===== src/rtl/dac_fe_pkg.sv =====
package dac_fe_pkg;

  typedef enum logic [1:0] {
    PM_SHDN = 2'd0,
    PM_STBY = 2'd1,
    PM_WAKE = 2'd2,
    PM_RUN  = 2'd3
  } pmode_e;

  typedef enum logic [1:0] {
    RQ_SHDN = 2'd0,
    RQ_STBY = 2'd1,
    RQ_ON   = 2'd2
  } preq_e;

  // ceil(hz * ns / 1e9), computed in 64 bits
  function automatic int unsigned ns_to_cycles(input int unsigned hz, input int unsigned ns);
    longint unsigned prod;
    prod = longint'(hz) * longint'(ns);
    return 32'((prod + 64'd999_999_999) / 64'd1_000_000_000);
  endfunction

endpackage


===== src/rtl/dac_fe_pipe.sv =====
module dac_fe_pipe #(
  parameter int unsigned DATA_W = 10
) (
  input  logic              clk_i,
  input  logic              rst_ni,
  input  logic              clear_i,
  input  logic              run_i,
  input  logic              cs_ni,
  input  logic [DATA_W-1:0] data_i,
  output logic [DATA_W-1:0] code_o
);

  logic [DATA_W-1:0] in_q;
  logic [DATA_W-1:0] dac_q;

  always_ff @(posedge clk_i or negedge rst_ni) begin
    if (!rst_ni) begin
      in_q  <= '0;
      dac_q <= '0;
    end else if (clear_i) begin
      in_q  <= '0;
      dac_q <= '0;
    end else if (run_i) begin
      if (!cs_ni) in_q <= data_i;
      dac_q <= in_q;
    end
  end

  assign code_o = dac_q;

endmodule


===== src/rtl/dac_fe_wake_timer.sv =====
module dac_fe_wake_timer #(
  parameter int unsigned SHORT_CYC = 20,
  parameter int unsigned LONG_CYC  = 2000
) (
  input  logic clk_i,
  input  logic rst_ni,
  input  logic load_i,
  input  logic long_i,
  input  logic run_i,
  output logic done_o
);

  localparam int unsigned CW = $clog2(LONG_CYC + 1);
  localparam logic [CW-1:0] SHORT_LD = CW'(SHORT_CYC - 1);
  localparam logic [CW-1:0] LONG_LD  = CW'(LONG_CYC - 1);

  logic [CW-1:0] cnt_q;

  always_ff @(posedge clk_i or negedge rst_ni) begin
    if (!rst_ni) begin
      cnt_q <= '0;
    end else if (load_i) begin
      cnt_q <= long_i ? LONG_LD : SHORT_LD;
    end else if (run_i && cnt_q != '0) begin
      cnt_q <= cnt_q - CW'(1);
    end
  end

  assign done_o = run_i && (cnt_q == CW'(1));

endmodule


===== src/rtl/dac_fe_pwr_fsm.sv =====
module dac_fe_pwr_fsm
  import dac_fe_pkg::*;
(
  input  logic   clk_i,
  input  logic   rst_ni,
  input  logic   pd_i,
  input  logic   en_i,
  input  logic   done_i,
  output pmode_e state_o,
  output logic   load_o,
  output logic   long_o,
  output logic   shdn_req_o
);

  preq_e  req;
  pmode_e state_q, state_d;
  logic   warm_q;

  always_comb begin
    if (pd_i)      req = RQ_SHDN;
    else if (en_i) req = RQ_ON;
    else           req = RQ_STBY;
  end

  always_comb begin
    state_d = state_q;
    load_o  = 1'b0;
    unique case (req)
      RQ_SHDN: state_d = PM_SHDN;
      RQ_STBY: state_d = PM_STBY;
      RQ_ON: begin
        if (state_q == PM_SHDN || state_q == PM_STBY) begin
          state_d = PM_WAKE;
          load_o  = 1'b1;
        end else if (state_q == PM_WAKE && done_i) begin
          state_d = PM_RUN;
        end
      end
      default: state_d = PM_SHDN;
    endcase
  end

  always_ff @(posedge clk_i or negedge rst_ni) begin
    if (!rst_ni) begin
      state_q <= PM_SHDN;
      warm_q  <= 1'b0;
    end else begin
      state_q <= state_d;
      if (state_d == PM_SHDN)                          warm_q <= 1'b0;
      else if (state_q == PM_WAKE && state_d == PM_RUN) warm_q <= 1'b1;
    end
  end

  assign state_o    = state_q;
  assign long_o     = !warm_q;
  assign shdn_req_o = (req == RQ_SHDN) || (state_q == PM_SHDN);

endmodule


===== src/rtl/dac_frontend.sv =====
module dac_frontend
  import dac_fe_pkg::*;
#(
  parameter int unsigned DATA_W        = 10,
  parameter int unsigned CLK_HZ        = 40_000_000,
  parameter int unsigned STBY_WAKE_NS  = 500,
  parameter int unsigned SHDN_WAKE_NS  = 50_000
) (
  input  logic              clk_i,
  input  logic              rst_ni,
  input  logic [DATA_W-1:0] data_i,
  input  logic              cs_ni,
  input  logic              pwr_down_i,
  input  logic              dac_en_i,
  input  logic              ref_sel_ni,
  output logic [DATA_W-1:0] code_o,
  output logic              out_en_o,
  output logic              ref_en_o,
  output logic              amp_en_o,
  output logic              array_en_o,
  output logic              int_ref_en_o,
  output logic              ready_o
);

  localparam int unsigned STBY_CYC = ns_to_cycles(CLK_HZ, STBY_WAKE_NS);
  localparam int unsigned SHDN_CYC = ns_to_cycles(CLK_HZ, SHDN_WAKE_NS);

  pmode_e state;
  logic   load, long_wait, done, shdn_req, running;

  dac_fe_pwr_fsm i_fsm (
    .clk_i      (clk_i),
    .rst_ni     (rst_ni),
    .pd_i       (pwr_down_i),
    .en_i       (dac_en_i),
    .done_i     (done),
    .state_o    (state),
    .load_o     (load),
    .long_o     (long_wait),
    .shdn_req_o (shdn_req)
  );

  dac_fe_wake_timer #(
    .SHORT_CYC (STBY_CYC),
    .LONG_CYC  (SHDN_CYC)
  ) i_timer (
    .clk_i  (clk_i),
    .rst_ni (rst_ni),
    .load_i (load),
    .long_i (long_wait),
    .run_i  (state == PM_WAKE),
    .done_o (done)
  );

  assign running = (state == PM_RUN);

  dac_fe_pipe #(
    .DATA_W (DATA_W)
  ) i_pipe (
    .clk_i   (clk_i),
    .rst_ni  (rst_ni),
    .clear_i (shdn_req),
    .run_i   (running),
    .cs_ni   (cs_ni),
    .data_i  (data_i),
    .code_o  (code_o)
  );

  assign ref_en_o     = (state != PM_SHDN);
  assign amp_en_o     = (state != PM_SHDN);
  assign array_en_o   = (state == PM_WAKE) || running;
  assign out_en_o     = running;
  assign ready_o      = running;
  assign int_ref_en_o = ref_en_o && !ref_sel_ni;

endmodule


===== config.mk =====
export PLATFORM = sky130hd
export DESIGN_NAME = dac_frontend
export DESIGN_NICKNAME = d
export VERILOG_FILES = /design/src/rtl/dac_fe_pkg.sv /design/src/rtl/dac_fe_pipe.sv /design/src/rtl/dac_fe_wake_timer.sv /design/src/rtl/dac_fe_pwr_fsm.sv /design/src/rtl/dac_frontend.sv
export SDC_FILE = /design/constraint.sdc
export NUM_CORES = 1
export LEC_CHECK = 0
export BUFFER_PORTS_ARGS = -buffer_cell sky130_fd_sc_hd__buf_2
export CAP_MARGIN = 20
export CORE_MARGIN = 2
export CORE_UTILIZATION = 49
export CTS_CLUSTER_DIAMETER = 120
export DETAILED_ROUTE_END_ITERATION = 7
export HOLD_SLACK_MARGIN = 0.05
export PLACE_DENSITY = 0.82
export SKIP_LAST_GASP = 1
export SYNTH_ARGS = -nofsm -noshare
export SYNTH_HDL_FRONTEND = slang
export SYNTH_HIERARCHICAL = 1
export SYNTH_SLANG_ARGS = --single-unit

===== constraint.sdc =====
create_clock -name clk_i -period 1.87 [get_ports clk_i]
set_input_delay 0.0935 -clock clk_i [delete_from_list [all_inputs] [get_ports clk_i]]
set_output_delay 0.0935 -clock clk_i [all_outputs]
set_load 0.05 [all_outputs]

---- Word level (Yosys, flattened, before mapping) ----
Index checks and enable logic that the tools add are counted.
storage, ports and cells
  register bits after elaboration ......... 34
  input port bits ......................... 16
operators by class
  muxes and demuxes ....................... 17
  add/subtract/negate cells ............... 1
  reductions and logical operators ........ 18
  equality and inequality tests ........... 8
operators with widths
  operator               number
  $mux 10                5
  $mux 11                3
  $eq 11x1->1 const B    1
  $reduce_bool 11->1     1
  $sub 11x1->11 const B  1
  $eq 2x2->1 const B     4
  $mux 2                 4
  $reduce_bool 2->1      4
  $logic_not 2->1        3
  $logic_and 1x1->1      5
  $eq 2x1->1 const B     2
  $mux 1                 4
  $pmux 2 s2             1
  $logic_or 1x1->1       3
  $ne 2x1->1 const B     1
  $reduce_and 2->1       1
  $logic_not 1->1        1

---- Logic depth before layout (Yosys ltp) ----
  depth after elaboration ................. 10
  mapped depth ............................ 6
  gate-level depth less buffers ........... 6

---- By module ----
The synthesis kept the hierarchy.
modules (own cells, without submodules)
  module             times used  cells an instance  area each (um2)  seq. area each (um2)
  dac_fe_pipe        1           78                 922.1            500.5
  dac_fe_wake_timer  1           65                 654.4            275.3
  dac_fe_pwr_fsm     1           11                 132.6            75.1
  dac_frontend       1           7                  51.3             0.0

---- Worst setup path before layout ----
No wires, ideal clock.
  path type ............................... reg-to-reg
  start point ............................. register i_timer.cnt_q[4]
  end point ............................... register i_timer.cnt_q[9]
  period minus slack after synthesis ...... 1,746 ps
  slack ................................... 124 ps
  library setup time ...................... 82 ps
  data arrival time ....................... 1,664 ps
  cell stages (with the launch flop) ...... 5
  required time ........................... 1,788 ps
  cell sequence ........................... dfrtp_1 -> or3_4 -> or3_1 -> or4_1 -> a31oi_1
on the way
  cells in the longest elaborated chain, start to end .. 3
  elaborated cells on any way between the ends .. 6
  those cells by class .................... 1 x add/sub; 2 x mux; 3 x reduce/logical
ends and longest elaborated chain
  item                                                 line                                              source
  start, declared                                      dac_fe_wake_timer.sv:17                           logic [CW-1:0] cnt_q;
  start signal, assigned                               dac_fe_wake_timer.sv:23                           cnt_q <= long_i ? LONG_LD : SHORT_LD;
  start signal, assigned                               dac_fe_wake_timer.sv:25                           cnt_q <= cnt_q - CW'(1);
  $sub 11x1->11 or $reduce_bool 11->1 (tied branches)  dac_fe_wake_timer.sv:25, dac_fe_wake_timer.sv:24
  $mux 11 or $logic_and 1x1->1 (tied branches)         dac_fe_wake_timer.sv:24                           end else if (run_i && cnt_q != '0) begin
  $mux 11 or $reduce_bool 2->1 (tied branches)         n/a
Several ways; a longest one is shown, not always the timed one. The select of a mux whose other input is x is not followed.
A chain may end at the register's enable or synchronous reset.

---- Worst setup path in the final report ----
  start point ............................. register i_timer.cnt_q[0]
  end point ............................... register i_timer.cnt_q[7]
Same word-level chain as after synthesis.

==> flow_summary.toml <==
[timing]
tightest_slew_ns = 0.772
timing.slew.headroom_pct = 48.5
worst_slack_ns = 0.0133
period_minus_slack_ns = 1.86
rsz0062_at_grt = "true"
min_period_over_period_pct = 99.3
setup_viol = 0
slew_viol_final = 0
hold_violations = 0
max_clock_freq_mhz = 539
finClkSkew_ns = 0.00391

[clocking]
cts_num_sinks = 34
ctsLongestPathBuffers = 2
htree_levels = 2
tritoncts = "done"
numCtsBuffers = 5
cts_root_buf = "clkbuf_4"
clk_pin_slew_worst_paths_ns = 0.10
clkLatencyLatePin_ns = 0.33

[layout]
seqCellArea_um2 = 853
diodes = 0
multi_input_area_um2 = 828
final_net_count = 229
final_cells = 258
synthToLayoutAreaGrowth_pct = 24.0
fin_area_um2 = 2180
fill_cells = 266
drive_above_1_share_pct = 30.2

[floorplanning]
core_um2 = 3390
start_util_pct = 51.9
io_pins = 32
die_x_um = 63.9
dieHeight_um = 63.9
rows = 21
die_area_um2 = 4090

[place]
pre_cts_ws_ns = 0.00996
placedCellCount = 236
post_dp_cell_area_um2 = 1970
dp_hpwl_um = 2610
place.gp.congestion = 0.897
io_buffers = 31

[synthesis]
synth-seq-cells = 34
synth_top_area_share_pct = 48.3
yosysWarningCount = 6
synth_common_cells = "dfrtp_1, nor2_1, nand4bb_1"
synthMostInstantiatedCell = "dfrtp_1"
synth_ff_type = "dfrtp_1"
syn_inst = 161
synth_area_leaders = "dfrtp_1, nand4bb_1, mux2i_1"
synth.cell_area_um2 = 1760
syn_nets = 179
avgSynthCellArea_um2 = 10.9
ys_types = 41
seq_area_frac_synth_pct = 48.3
synth_top_area_cell = "dfrtp_1"
async_flop_share_pct = 100
synth_enable_flop_cells = 0

[routing]
wirelength_um = 4190
vias_per_cell = 5.52
drc = 0
vias = 1424
detail-route-antenna-nets = 0
first_iter_violations = 79
dr.pass1.iters = 4
avgRoutedWirePerCell_um = 16.3

[worst_hold_path]
whs_path_depth = 3
hold_path.class = "primary input to flip-flop"
min_from = "cs_ni"
holdPathEnd = "i_pipe/in_q[5]$_DFFE_PN0P_"

[critical_path]
r2r_start = "i_timer/cnt_q[0]$_DFFE_PN0P_"
worstPathRequired_ns = 2.13
critical_path_class = "flip-flop to flip-flop"
cp.arrival_ns = 2.12
endpoint_kind = "flip-flop"
reg2reg_slack_ns = 0.01
timing.rr.end = "i_timer/cnt_q[7]$_DFFE_PN0P_"
start_kind = "flip-flop"
reg2regPathDepth = 7
path_max_fanout = 4

[job]
cap_violations = 0

[grt]
grt_overflow = 0
first_global_vias = 1443
grt_usage_pct = 21.5
antenna_found_initial = 0
grt_pass1_wl_um = 6730
grt_start_max_net_pins = 35

[pwr]
ir_worst_vdd_mv = 0.424
p_leak_nw = 0.935
power-per-cell-area_nw_per_um2 = 668

[status]
status = "complete, no violations"
## cell usage in the layout (no fill, tap or decap), types with 7 or more instances in the layout
cell type and count:
dfrtp_1 32, buf_2 31, dlygate4sd3_1 13, nor2_1 12
nand4bb_1 11, nand2b_1 10, o21ai_1 10, mux2i_1 10
buf_4 10, a21oi_1 7
## worst max-delay path by stage
stage | start | cells past startpoint | endpoint | slack (ns)
detailed placement | i_timer/cnt_q[4]$_DFFE_PN0P_ | 4 | i_timer/cnt_q[9]$_DFFE_PN0P_ | 0.01
CTS | i_timer/cnt_q[0]$_DFFE_PN0P_ | 6 | i_timer/cnt_q[8]$_DFFE_PN0P_ | 0.003
global placement | i_timer/cnt_q[4]$_DFFE_PN0P_ | 4 | i_timer/cnt_q[9]$_DFFE_PN0P_ | 0.09
floorplan | i_timer/cnt_q[4]$_DFFE_PN0P_ | 4 | i_timer/cnt_q[9]$_DFFE_PN0P_ | 0.12
global route | i_timer/cnt_q[0]$_DFFE_PN0P_ | 6 | i_timer/cnt_q[6]$_DFFE_PN0P_ | -0.10
finish | i_timer/cnt_q[0]$_DFFE_PN0P_ | 7 | i_timer/cnt_q[7]$_DFFE_PN0P_ | 0.01
## power breakdown
group | switching, W | total (W) | internal [W]
clock network | 0.000245 | 0.000427 | 0.000182
logic | 0.000130 | 0.000236 | 0.000106
registers | 0.0000341 | 0.000796 | 0.000762
## final cells by class
| cell class | count | share of cell area [%] |
|---|---|---|
| inverter | 6 | 1.03 |
| clock inverter | 1 | 0.229 |
| sequential | 34 | 39.1 |
| clock buffer | 7 | 2.52 |
| timing repair buffer | 54 | 16.5 |
| multi-input combinational | 110 | 38.0 |
| tap | 46 | 2.64 |
## what timing repair did
action                                  4_1_cts  5_1_grt
hold buffers                                 13        0
endpoints found under the setup margin        0        6
endpoints found under the hold margin        47        0
gates resized for setup                       0        7
setup buffers                                 0        1
## cells by family after synthesis
group | after synthesis | share of synthesized area [%]
buf+inv | 17 | 5.54
compound gates | 34 | 13.3
fa+ha+maj | 2 | 1.42
xor+xnor | 3 | 1.49
flops | 34 | 48.3
mux | 10 | 5.69
simple gates | 61 | 24.2
## state kept, by name, indices dropped and copies added (netlist names)
| name | flops |
|---|---|
| i_fsm/state_o | 2 |
| i_timer/cnt_q | 11 |
| i_fsm/warm_q | 1 |
| i_pipe/in_q | 10 |
| i_pipe/code_o | 10 |
## metrics by stage
step           total power (W)  hold slack [ns]  TNS, ns  util [%]
3_5_place_dp           0.00100            0.208        0      58.0
6_report               0.00146            0.178        0      64.4
3_3_place_gp          0.000989            0.179        0      58.0
2_1_floorplan         0.000932           -0.202        0         -
5_1_grt                0.00154            0.163   -0.377      64.4
4_1_cts                0.00146            0.143        0      63.6
## routing by layer
layer | global-route usage, % | vias up | wire [um]
met5 | 0 | - | 0
met4 | 6.79 | 0 | 96
met3 | 5.46 | 12 | 194
met2 | 37.4 | 44 | 2170
met1 | 26.1 | 690 | 1740
li1 | - | 678 | -
## critical path: stages (launching register included)
cell     delay (ns)
dfrtp_1        0.42
inv_1          0.10
ha_1           0.24
inv_1          0.10
o41ai_4        0.10
buf_4          0.16
or4_1          0.51
a31oi_1        0.17
Power figures use the tool's default switching activity.
